<file path="config.mk">
export PLATFORM = sky130hd
export DESIGN_NAME = dbg_mailbox
export DESIGN_NICKNAME = d
export VERILOG_FILES = /design/src/rtl/dbgmb_pkg.sv /design/src/rtl/dbgmb_req_slot.sv /design/src/rtl/dbgmb_ret_slot.sv /design/src/rtl/dbgmb_ctrl.sv /design/src/rtl/dbg_mailbox.sv
export SDC_FILE = /design/constraint.sdc
export NUM_CORES = 1
export LEC_CHECK = 0
export ABC_AREA = 1
export BUFFER_PORTS_ARGS = -buffer_cell sky130_fd_sc_hd__buf_2
export CELL_PAD_IN_SITES_DETAIL_PLACEMENT = 1
export CELL_PAD_IN_SITES_GLOBAL_PLACEMENT = 2
export CORE_ASPECT_RATIO = 0.8
export CORE_MARGIN = 1.5
export CORE_UTILIZATION = 27
export CTS_BUF_LIST = sky130_fd_sc_hd__clkbuf_16
export DETAILED_ROUTE_END_ITERATION = 6
export PLACE_DENSITY_LB_ADDON = 0.1
export SLEW_MARGIN = 5
export SYNTH_ARGS = -nofsm -noshare
export SYNTH_HDL_FRONTEND = slang
export SYNTH_SLANG_ARGS = --single-unit
</file>
<file path="constraint.sdc">
create_clock -name clk -period 1.5 [get_ports clk]
set_clock_uncertainty 0.2 [all_clocks]
set_input_delay 0.225 -clock clk [delete_from_list [all_inputs] [get_ports clk]]
set_output_delay 0.225 -clock clk [all_outputs]
set_load 0.05 [all_outputs]
</file>
<file path="src/rtl/dbgmb_pkg.sv">
package dbgmb_pkg;
  localparam int unsigned WORD_W = 32;
  localparam int unsigned ADDR_W = 2;

  typedef enum logic [ADDR_W-1:0] {
    REG_REQ  = 2'd0,
    REG_RET  = 2'd1,
    REG_CSR  = 2'd2,
    REG_NONE = 2'd3
  } reg_sel_e;

  localparam int unsigned CSR_RESYNC = 0;
  localparam int unsigned CSR_PEND   = 1;
  localparam int unsigned CSR_DOVR   = 2;
  localparam int unsigned CSR_AOVR   = 3;
  localparam int unsigned CSR_SRST   = 4;
  localparam int unsigned CSR_CRST   = 5;
  localparam int unsigned CSR_USED   = 6;
endpackage

</file>
<file path="src/rtl/dbgmb_req_slot.sv">
module dbgmb_req_slot #(
  parameter int unsigned W = 32
) (
  input  logic         clk,
  input  logic         rst_n,
  input  logic         clr,
  input  logic         push,
  input  logic [W-1:0] push_data,
  input  logic         pop,
  input  logic         ovr_w1c,
  output logic [W-1:0] word,
  output logic         pending,
  output logic         ovr
);
  logic lost;
  assign lost = push & pending & ~pop;

  always_ff @(posedge clk or negedge rst_n) begin
    if (!rst_n) begin
      word    <= '0;
      pending <= 1'b0;
      ovr     <= 1'b0;
    end else if (clr) begin
      word    <= '0;
      pending <= 1'b0;
      ovr     <= 1'b0;
    end else begin
      if (push) word <= push_data;
      pending <= push | (pending & ~pop);
      if (lost)         ovr <= 1'b1;
      else if (ovr_w1c) ovr <= 1'b0;
    end
  end
endmodule

</file>
<file path="src/rtl/dbgmb_ret_slot.sv">
module dbgmb_ret_slot #(
  parameter int unsigned W = 32
) (
  input  logic         clk,
  input  logic         rst_n,
  input  logic         clr,
  input  logic         load,
  input  logic [W-1:0] load_data,
  input  logic         take,
  input  logic         ovr_w1c,
  output logic [W-1:0] word,
  output logic         valid,
  output logic         ovr
);
  logic handed, lost;
  assign handed = valid & take;
  assign lost   = load & valid & ~take;

  always_ff @(posedge clk or negedge rst_n) begin
    if (!rst_n) begin
      word  <= '0;
      valid <= 1'b0;
      ovr   <= 1'b0;
    end else if (clr) begin
      word  <= '0;
      valid <= 1'b0;
      ovr   <= 1'b0;
    end else begin
      if (load) word <= load_data;
      valid <= load | (valid & ~handed);
      if (lost)         ovr <= 1'b1;
      else if (ovr_w1c) ovr <= 1'b0;
    end
  end
endmodule

</file>
<file path="src/rtl/dbgmb_ctrl.sv">
module dbgmb_ctrl (
  input  logic clk,
  input  logic rst_n,
  input  logic clr,
  input  logic resync_set,
  input  logic resync_w1c,
  input  logic crst_wr,
  output logic resync,
  output logic crst_pulse
);
  always_ff @(posedge clk or negedge rst_n) begin
    if (!rst_n) begin
      resync     <= 1'b0;
      crst_pulse <= 1'b0;
    end else begin
      crst_pulse <= crst_wr;
      if (clr)             resync <= 1'b0;
      else if (resync_set) resync <= 1'b1;
      else if (resync_w1c) resync <= 1'b0;
    end
  end
endmodule

</file>
<file path="src/rtl/dbg_mailbox.sv">
module dbg_mailbox #(
  parameter int unsigned WORD_W = dbgmb_pkg::WORD_W
) (
  input  logic              clk,
  input  logic              por_rst_n,
  input  logic              dbg_req_valid,
  output logic              dbg_req_ready,
  input  logic [WORD_W-1:0] dbg_req_data,
  input  logic              dbg_resync,
  output logic              ret_valid,
  input  logic              ret_ready,
  output logic [WORD_W-1:0] ret_data,
  input  logic              bus_sel,
  input  logic              bus_wr,
  input  logic [1:0]        bus_addr,
  input  logic [WORD_W-1:0] bus_wdata,
  output logic [WORD_W-1:0] bus_rdata,
  output logic [WORD_W-1:0] dbg_status,
  output logic              chip_rst_req
);
  import dbgmb_pkg::*;

  reg_sel_e          sel;
  logic              wr_hit, rd_hit, csr_wr, soft_clr, crst_wr;
  logic              req_pop, ret_load;
  logic [WORD_W-1:0] req_word;
  logic              pending, dovr, aovr, resync;

  assign sel      = reg_sel_e'(bus_addr);
  assign wr_hit   = bus_sel & bus_wr;
  assign rd_hit   = bus_sel & ~bus_wr;
  assign csr_wr   = wr_hit && (sel == REG_CSR);
  assign soft_clr = csr_wr & bus_wdata[CSR_SRST];
  assign crst_wr  = csr_wr & bus_wdata[CSR_CRST];
  assign req_pop  = rd_hit && (sel == REG_REQ);
  assign ret_load = wr_hit && (sel == REG_RET);

  assign dbg_req_ready = 1'b1;

  dbgmb_req_slot #(.W(WORD_W)) req_i (
    .clk(clk), .rst_n(por_rst_n), .clr(soft_clr),
    .push(dbg_req_valid), .push_data(dbg_req_data), .pop(req_pop),
    .ovr_w1c(csr_wr & bus_wdata[CSR_DOVR]),
    .word(req_word), .pending(pending), .ovr(dovr)
  );

  dbgmb_ret_slot #(.W(WORD_W)) ret_i (
    .clk(clk), .rst_n(por_rst_n), .clr(soft_clr),
    .load(ret_load), .load_data(bus_wdata), .take(ret_ready),
    .ovr_w1c(csr_wr & bus_wdata[CSR_AOVR]),
    .word(ret_data), .valid(ret_valid), .ovr(aovr)
  );

  dbgmb_ctrl ctrl_i (
    .clk(clk), .rst_n(por_rst_n), .clr(soft_clr),
    .resync_set(dbg_resync), .resync_w1c(csr_wr & bus_wdata[CSR_RESYNC]),
    .crst_wr(crst_wr), .resync(resync), .crst_pulse(chip_rst_req)
  );

  logic [CSR_USED-1:0] csr_low;
  always_comb begin
    csr_low             = '0;
    csr_low[CSR_RESYNC] = resync;
    csr_low[CSR_PEND]   = pending;
    csr_low[CSR_DOVR]   = dovr;
    csr_low[CSR_AOVR]   = aovr;
  end

  generate
    if (WORD_W > CSR_USED) begin : g_pad
      assign dbg_status = {{(WORD_W-CSR_USED){1'b0}}, csr_low};
    end else begin : g_nopad
      assign dbg_status = csr_low[WORD_W-1:0];
    end
  endgenerate

  always_comb begin
    unique case (sel)
      REG_REQ:  bus_rdata = req_word;
      REG_RET:  bus_rdata = ret_data;
      REG_CSR:  bus_rdata = dbg_status;
      default:  bus_rdata = '0;
    endcase
  end
endmodule

</file>
# Word-level counts from Yosys, hierarchy flattened
# Index checks and enable logic that the tools add are counted.
[op_classes]
n_eq_ne = 2
muxes = 16
bitwise_logic = 20
n_reduce_logical = 9
[op_table]
columns = ["cell", "n"]
rows = [
  ["32-bit 2-to-1 mux", 4],
  ["32-bit case mux with 3 select lines", 1],
  ["1-bit AND", 14],
  ["1-bit 2-to-1 mux", 11],
  ["3-bit nonzero test", 3],
  ["1-bit NOT", 4],
  ["2-bit nonzero test", 2],
  ["1-bit logical AND", 3],
  ["2-bit by 1-bit equality test with 1-bit output (second input constant)", 1],
  ["2-bit equality test (second input constant)", 1],
  ["2-bit zero test", 1],
  ["1-bit bitwise OR", 2],
]
[totals]
reg_bits = 70
in_bits = 73

# Depth between registers and ports, before layout
# Gate-level depths: netlist of the first run.
[logic_depth]
word_depth = 7
ltp_mapped = 7

# Cells and area by module
# From an unflattened synthesis of the first run, not the netlist that was laid out.
[hier_totals]
cells_unflattened = 467
hier_area_um2 = 3584.7
[modules_own_cells]
columns = ["mod", "instances", "cells_each", "area_per_inst_um2", "seq_area_each_um2"]
rows = [
  ["dbgmb_req_slot", 1, 148, 1307.5, 850.8],
  ["dbgmb_ret_slot", 1, 148, 1307.5, 850.8],
  ["dbg_mailbox", 1, 165, 899.6, 0.0],
  ["dbgmb_ctrl", 1, 6, 70.1, 50.0],
]

# Worst setup path before layout of the first run
# Ideal clock, no wire load.
[synth_timing]
path_kind = "in2out"
from = "input port bus_addr[1]"
to = "output port bus_rdata[11]"
arrival_time_ns = 1.700
setup_slack_ns = -0.625
path_stages = 4
cell_sequence = "nor2_1 > inv_1 > clkbuf_1 > o21ai_0"
[synth_via]
elab_chain_len = 2
[synth_rtl]
columns = ["element", "line", "source"]
rows = [
  ["start, declared", "dbg_mailbox.sv:15", "input logic [1:0] bus_addr,"],
  ["2-bit equality test (tied with other cells)", "dbg_mailbox.sv:78", "unique case (sel)"],
  ["32-bit case mux with 3 select lines *", "dbg_mailbox.sv:78", ""],
  ["end, declared", "dbg_mailbox.sv:17", "output logic [WORD_W-1:0] bus_rdata,"],
]
# Mark *: on every way between the ends. The rest lies on a longest branch, timed or not.

# Final worst setup path of the first run
[layout_timing]
from = "input port bus_addr[1]"
to = "output port bus_rdata[0]"
# The elaborated chain is that of the path after synthesis.

==> flow_summary.ini, run 1 <==
[detailed_routing]
highest_layer = met4
wl_met3_um = 726
avgViaCountPerCell = 4.26
wl_per_cell_um = 14.9
wl_met1_mm = 6.05
ant_nets = 0
drcViolationCount = 0
routed-wl-met2_mm = 6.36
vias = 3792
drt_iter0_drc = 97
routed_wl_mm = 13.2
dr.pass1.iters = 4

[clock_tree]
htree_levels = 3
cts_max_path_buffers = 2
clock_sinks = 70
cts_root_buf = clkbuf_16
clkTransAtPathRegs_ns = 0.06
cts_buffers = 9
clkLatencyLatePin_ns = 0.34
cts_tree = yes

[die]
boundaryPins = 172
start_util = 0.275
core_area_sq_mm = 0.0135
die_h_um = 108
dieArea_sq_mm = 0.0145
rows = 38
die_w_um = 134

[power_and_ir_drop]
irDropWorstVdd_mv = 0.552
power_mw = 6.74
comb_power_share = 0.356
p_per_area_mw_per_mm2 = 1090
power_frac_seq = 0.341
pwr-share-clk = 0.303
leakage_nw = 3.38
p_sw_mw = 2.60
p_int_mw = 4.14
switching_share = 0.386

[synthesis]
yosysSeqAreaShare = 0.471
post-synth-top-area-cell = dfrtp_1
ys.flop_type = dfrtp_1
ys_ff_latch = 70
syn_avg_cell_area_sq_um = 7.58
synth_top_area_share = 0.471
synth_warnings = 0
synth_common_cells = nand2_1, inv_1, dfrtp_1
synth-edff-count = 0
synthTopCellsByArea = dfrtp_1, nand2_1, o21ai_0, buf_4, inv_1
synthDistinctLibCells = 19
synthCells = 491
syn_area_sq_mm = 0.00372
synth.most_common_cell = nand2_1
ys_async_sr_fraction = 1.00

[run_status]
status = complete, but fails checks
violations = negative setup slack

[setup_path]
cp-end-kind = primary output
arrival_ns = 1.15
startpoint_type = input port
critPathKind = in -> out
rr_worst_depth = 6
crit_path_top_delay_cell = buf_4
worstPathCellList = buf_8, inv_4, nand2_4, inv_8, buf_6, buf_12, nand2_2, o211ai_1, buf_4
critPathMaxStageDelay_ns = 0.23
cp_max_fo = 7
cp.required_ns = 1.07

[timing]
rsz0062_at_grt = yes
min_period_ns = 1.58
setup-violations-final = 13
finalCritPeriodShare = 1.05
maxSlewViolCount = 0
hold_viol = 0
timing.final.ws_setup_ns = -0.0754
fmax_mhz = 635
setup_tns_ns = -0.307

[min_path]
hold_depth = 5
hold_path_class = in -> reg

[cells_and_area]
fillers = 1603
drive_gt1_frac = 0.373
seqCellArea_sq_mm = 0.00175
area_delta_synth_final_pct = 65.9
finalNetCount = 781
multi_input_area_sq_mm = 0.00160
diodes = 0
fin_util = 0.457
design_area_sq_mm = 0.00617

[global_routing]
overflow = 0
grt_pass1_wl_mm = 20.9
antenna_found_initial = 0
grt_pass1_vias = 3976
grt_usage = 0.190
grt_start_max_net_pins = 71

[placed_design]
dpl_cell_area_sq_mm = 0.00466
pre_cts_ws_ns = -0.178
numPortBuffers = 142
dp_hpwl_mm = 8.26
gp_congestion = 0.742

[flow_run]
maxCapViolCount = 0
## power groups by stage
stage               Clock (mW)  Combinational (mW)  Sequential, mW
floorplan                    0               0.988            2.82
global placement             0                1.98            2.31
detailed placement           0                2.00            2.32
CTS                       2.09                2.36            2.29
global route              2.17                2.56            2.33
finish                    2.04                2.40            2.30
## registers in the layout, indices dropped and copies added (netlist names)
signal / flops
ctrl_i.crst_pulse: 1
ctrl_i.resync: 1
req_i.ovr: 1
req_i.pending: 1
req_i.word: 32
ret_i.ovr: 1
ret_i.valid: 1
ret_i.word: 32
## timing repair
item	CTS	global route
cloned	5	0
buffers inserted	11	2
pin swaps	8	8
endpoints found under the hold margin	127	0
hold buffers	56	0
setup endpoints to repair	32	33
resized for setup	113	30
## cell usage in the layout (no fill, tap or decap), drive strengths merged, types with 2 or more instances in the layout
cell         instances
inv                 76
o21ai               62
a21oi                4
nor2                 6
o211ai               4
dfrtp               70
clkinv               2
conb                29
nand3               37
dlygate4sd3         56
nand2              172
clkbuf              11
buf                180
## metrics by stage
stage / hold slack (ns) / cells
floorplan: -0.271 / 518
global placement: 0.0852 / 805
detailed placement: 0.0792 / 805
CTS: 0.00196 / 888
global route: 0.0141 / 890
finish: 0.00144 / 890
## critical path, delay by kind of cell
| family | cells | cell delay (ns) |
|---|---|---|
| compound gates | 1 | 0.09 |
| buf+inv | 6 | 0.70 |
| simple gates | 2 | 0.12 |
## layout make-up
| class | count | area share |
|---|---|---|
| inverter | 75 | 0.0481 |
| multi-input combinational | 314 | 0.259 |
| timing repair buffer | 238 | 0.329 |
| clock buffer | 9 | 0.0365 |
| clock inverter | 4 | 0.00689 |
| sequential | 70 | 0.284 |
| tap | 180 | 0.0365 |
## logic make-up after synthesis
| group | Yosys count | synth area share |
|---|---|---|
| other | 2 | 0.00202 |
| and+or+nand+nor | 215 | 0.244 |
| DFF | 70 | 0.471 |
| AOI/OAI and AO/OA | 70 | 0.0979 |
| buffers and inverters | 134 | 0.186 |
## metal layers
layer / up-vias / track usage
met1: 1812 / 0.241
met4: 0 / 0.0469
li1: 1869 / -
met2: 102 / 0.315
met3: 9 / 0.0619
met5: - / 0
## path summary, 6_finish.rpt
check                                 start        endpoint  slack (ns)
setup / recovery                bus_addr[1]    bus_rdata[0]       -0.08
hold / removal             dbg_req_data[13]  req_i.word[13]       0.001
setup reg to reg              req_i.pending       req_i.ovr        0.32
hold reg to reg              ret_i.word[24]  ret_i.word[24]        0.32
max in group asynchronous         por_rst_n       ret_i.ovr        0.52
min in group asynchronous         por_rst_n  ret_i.word[16]        0.23
(Power assumes the default switching activity.)
==> inputs of run 2 (changes only) <==
- CORE_UTILIZATION: 27 -> 26
- SYNTH_HIERARCHICAL: not set -> 1
==> run 2 against run 1 <==
Effect of this change: the flow still finishes with violations (negative setup slack); die area barely moved; critical path depth decreased by 1; final cell count up 0.11%; power fell by 0.21%; via count is 1.8% higher; register-to-register slack better by 0.19 ns; global-route usage is 0.95 points higher.
==> flow_summary.ini, run 2 <==
[synthesis]
post-synth-top-area-cell = dfrtp_1
synthTopCellsByArea = dfrtp_1, nand2_1, buf_4, nand3_1, buf_6
synthCells = 467
synth_common_cells = nand2_1, dfrtp_1, buf_4
synth.most_common_cell = nand2_1
synth_top_area_share = 0.489
yosysSeqAreaShare = 0.489
ys_ff_latch = 70
ys.flop_type = dfrtp_1
syn_area_sq_mm = 0.00358
synth-edff-count = 0
syn_avg_cell_area_sq_um = 7.68
synth_warnings = 6
ys_async_sr_fraction = 1.00
synthDistinctLibCells = 19

[setup_path]
startpoint_type = input port
reg2reg_slack_ns = 0.51
cp_max_fo = 7
rr_worst_depth = 3
crit_buf_inv = 5
cp_top_family = buffers and inverters
worstPathCellList = buf_8, buf_6, nor2_4, buf_6, buf_12, nand2_4, nand2_2, buf_8
cp.required_ns = 1.07
worstReg2RegEnd = ret_i/word[2]
critPathMaxStageDelay_ns = 0.15
arrival_ns = 1.14
cp-end-kind = primary output
crit_path_top_delay_cell = buf_12
reg2reg_from = ret_i/word[2]
critPathKind = in -> out

[min_path]
hold_depth = 5
hold_path_class = in -> reg
hold_path_end = req_i/pending
hp-start = bus_wr

[clock_tree]
clock_sinks = 70
cts_root_buf = clkbuf_16
clkTransAtPathRegs_ns = 0.06
htree_levels = 3
cts_max_path_buffers = 2
cts_tree = yes
cts_buffers = 9
clkLatencyLatePin_ns = 0.34

[timing]
slew_headroom = 0.594
setup-violations-final = 26
rsz0062_at_grt = yes
finalCritPeriodShare = 1.04
holdWs_ns = 0.0964
max_slew.worst_pin.slew_ns = 0.607
fmax_mhz = 640
timing.final.ws_setup_ns = -0.0620
min_period_ns = 1.56
maxSlewViolCount = 0
hold_viol = 0

[cells_and_area]
diodes = 0
finalNetCount = 779
final_cell_mix = nand2_1, buf_2, dfrtp_1
fillers = 1635
area_delta_synth_final_pct = 76.9
biggestRegsByFlops = req_i/word (32), ret_i/word (32)
instances_no_fill = 891
final_common_cell = nand2_1
drive_gt1_frac = 0.399

[global_routing]
met1_usage = 0.245
grt_usage = 0.199
grt_start_max_net_pins = 71
use_met3 = 0.0605
grt_most_used_layer = met2
grt_pass1_vias = 3994
grt_pass1_wl_mm = 21.6
overflow = 0
antenna_found_initial = 0
use_met2 = 0.340

[die]
rows = 38
die_h_um = 108
core_area_sq_mm = 0.0135
start_util = 0.265
dieArea_sq_mm = 0.0145
boundaryPins = 172
die_w_um = 134

[placed_design]
placed_cells_incl_taps = 782
numPortBuffers = 142
gp_congestion = 0.754
dp_hpwl_mm = 8.37

[power_and_ir_drop]
power_mw = 6.72
irDropWorstVdd_mv = 0.630
leakage_nw = 3.49
p_per_area_mw_per_mm2 = 1060

[detailed_routing]
vias = 3859
drcViolationCount = 0
drt_iter0_drc = 160
ant_nets = 0
dr.pass1.iters = 5
avgViaCountPerCell = 4.33
routed_wl_mm = 14.5
wl_per_cell_um = 16.3

[run_status]
violations = negative setup slack
status = complete, but fails checks

[flow_run]
maxCapViolCount = 0
-- run 2: layout make-up --
type                       count  area, sq um  area share
multi-input combinational    356         1830       0.289
clock buffer                   9          225      0.0355
tap                          180          225      0.0355
sequential                    70         1750       0.276
timing repair buffer         253         2210       0.349
inverter                      16         62.6     0.00986
clock inverter                 7         32.5     0.00513
-- run 2: repair_timing --
item / CTS / global route
hold buffers: 67 / 0
resized for setup: 102 / 74
hold endpoints to repair: 138 / 0
setup buffers: 4 / 22
endpoints found under the setup margin: 87 / 65
cloned: 4 / 1
pin swaps: 4 / 26
-- run 2: logic make-up (layout without fill, tap and decap cells) --
kind of cell	after synthesis	count (layout)	synth area share
compound gates	3	3	0.00524
buf+inv	71	285	0.134
simple gates	321	324	0.370
other cells	2	29	0.00210
flops	70	70	0.489
-- run 2: worst reg2reg max path, stage by stage (launching register included) --
cell	delay [ns]
dfrtp_1	0.42
buf_4	0.15
nand2_1	0.05
nand2_1	0.06
-- run 2: through the flow --
step / setup WS, ns / utilization / area, sq um / setup TNS (ns)
2_1_floorplan: 0.0290 / - / 3850 / 0
3_3_place_gp: -0.353 / 0.337 / 4550 / -26.63
3_5_place_dp: -0.418 / 0.337 / 4550 / -30.49
4_1_cts: -0.0821 / 0.435 / 5880 / -1.91
5_1_grt: -0.0933 / 0.470 / 6340 / -2.32
6_report: -0.0620 / 0.470 / 6340 / -1.00
-- run 2: metal layers --
metal | share of wire | routed length (um)
met1 | 0.44 | 6340
met2 | 0.50 | 7260
met3 | 0.052 | 754
met4 | 0.011 | 157
met5 | 0 | 0
-- run 2: where the power goes --
| group | switching (mW) | internal [mW] | total (mW) |
|---|---|---|---|
| clock | 0.826 | 1.09 | 1.91 |
| sequential | 0.210 | 2.13 | 2.34 |
| combinational | 1.65 | 0.822 | 2.47 |
| total | 2.69 | 4.04 | 6.72 |
-- run 2: worst max path at each step --
stage,slack (ns),cells past startpoint,to,start
2_1_floorplan,0.03,8,req_i/word[22],bus_addr[0]
3_3_place_gp,-0.35,7,ret_i/word[0],bus_addr[0]
3_5_place_dp,-0.42,7,ret_i/word[24],bus_addr[0]
4_1_cts,-0.08,8,bus_rdata[3],bus_addr[1]
5_1_grt,-0.09,8,bus_rdata[17],bus_addr[1]
6_report,-0.06,8,bus_rdata[27],bus_addr[1]
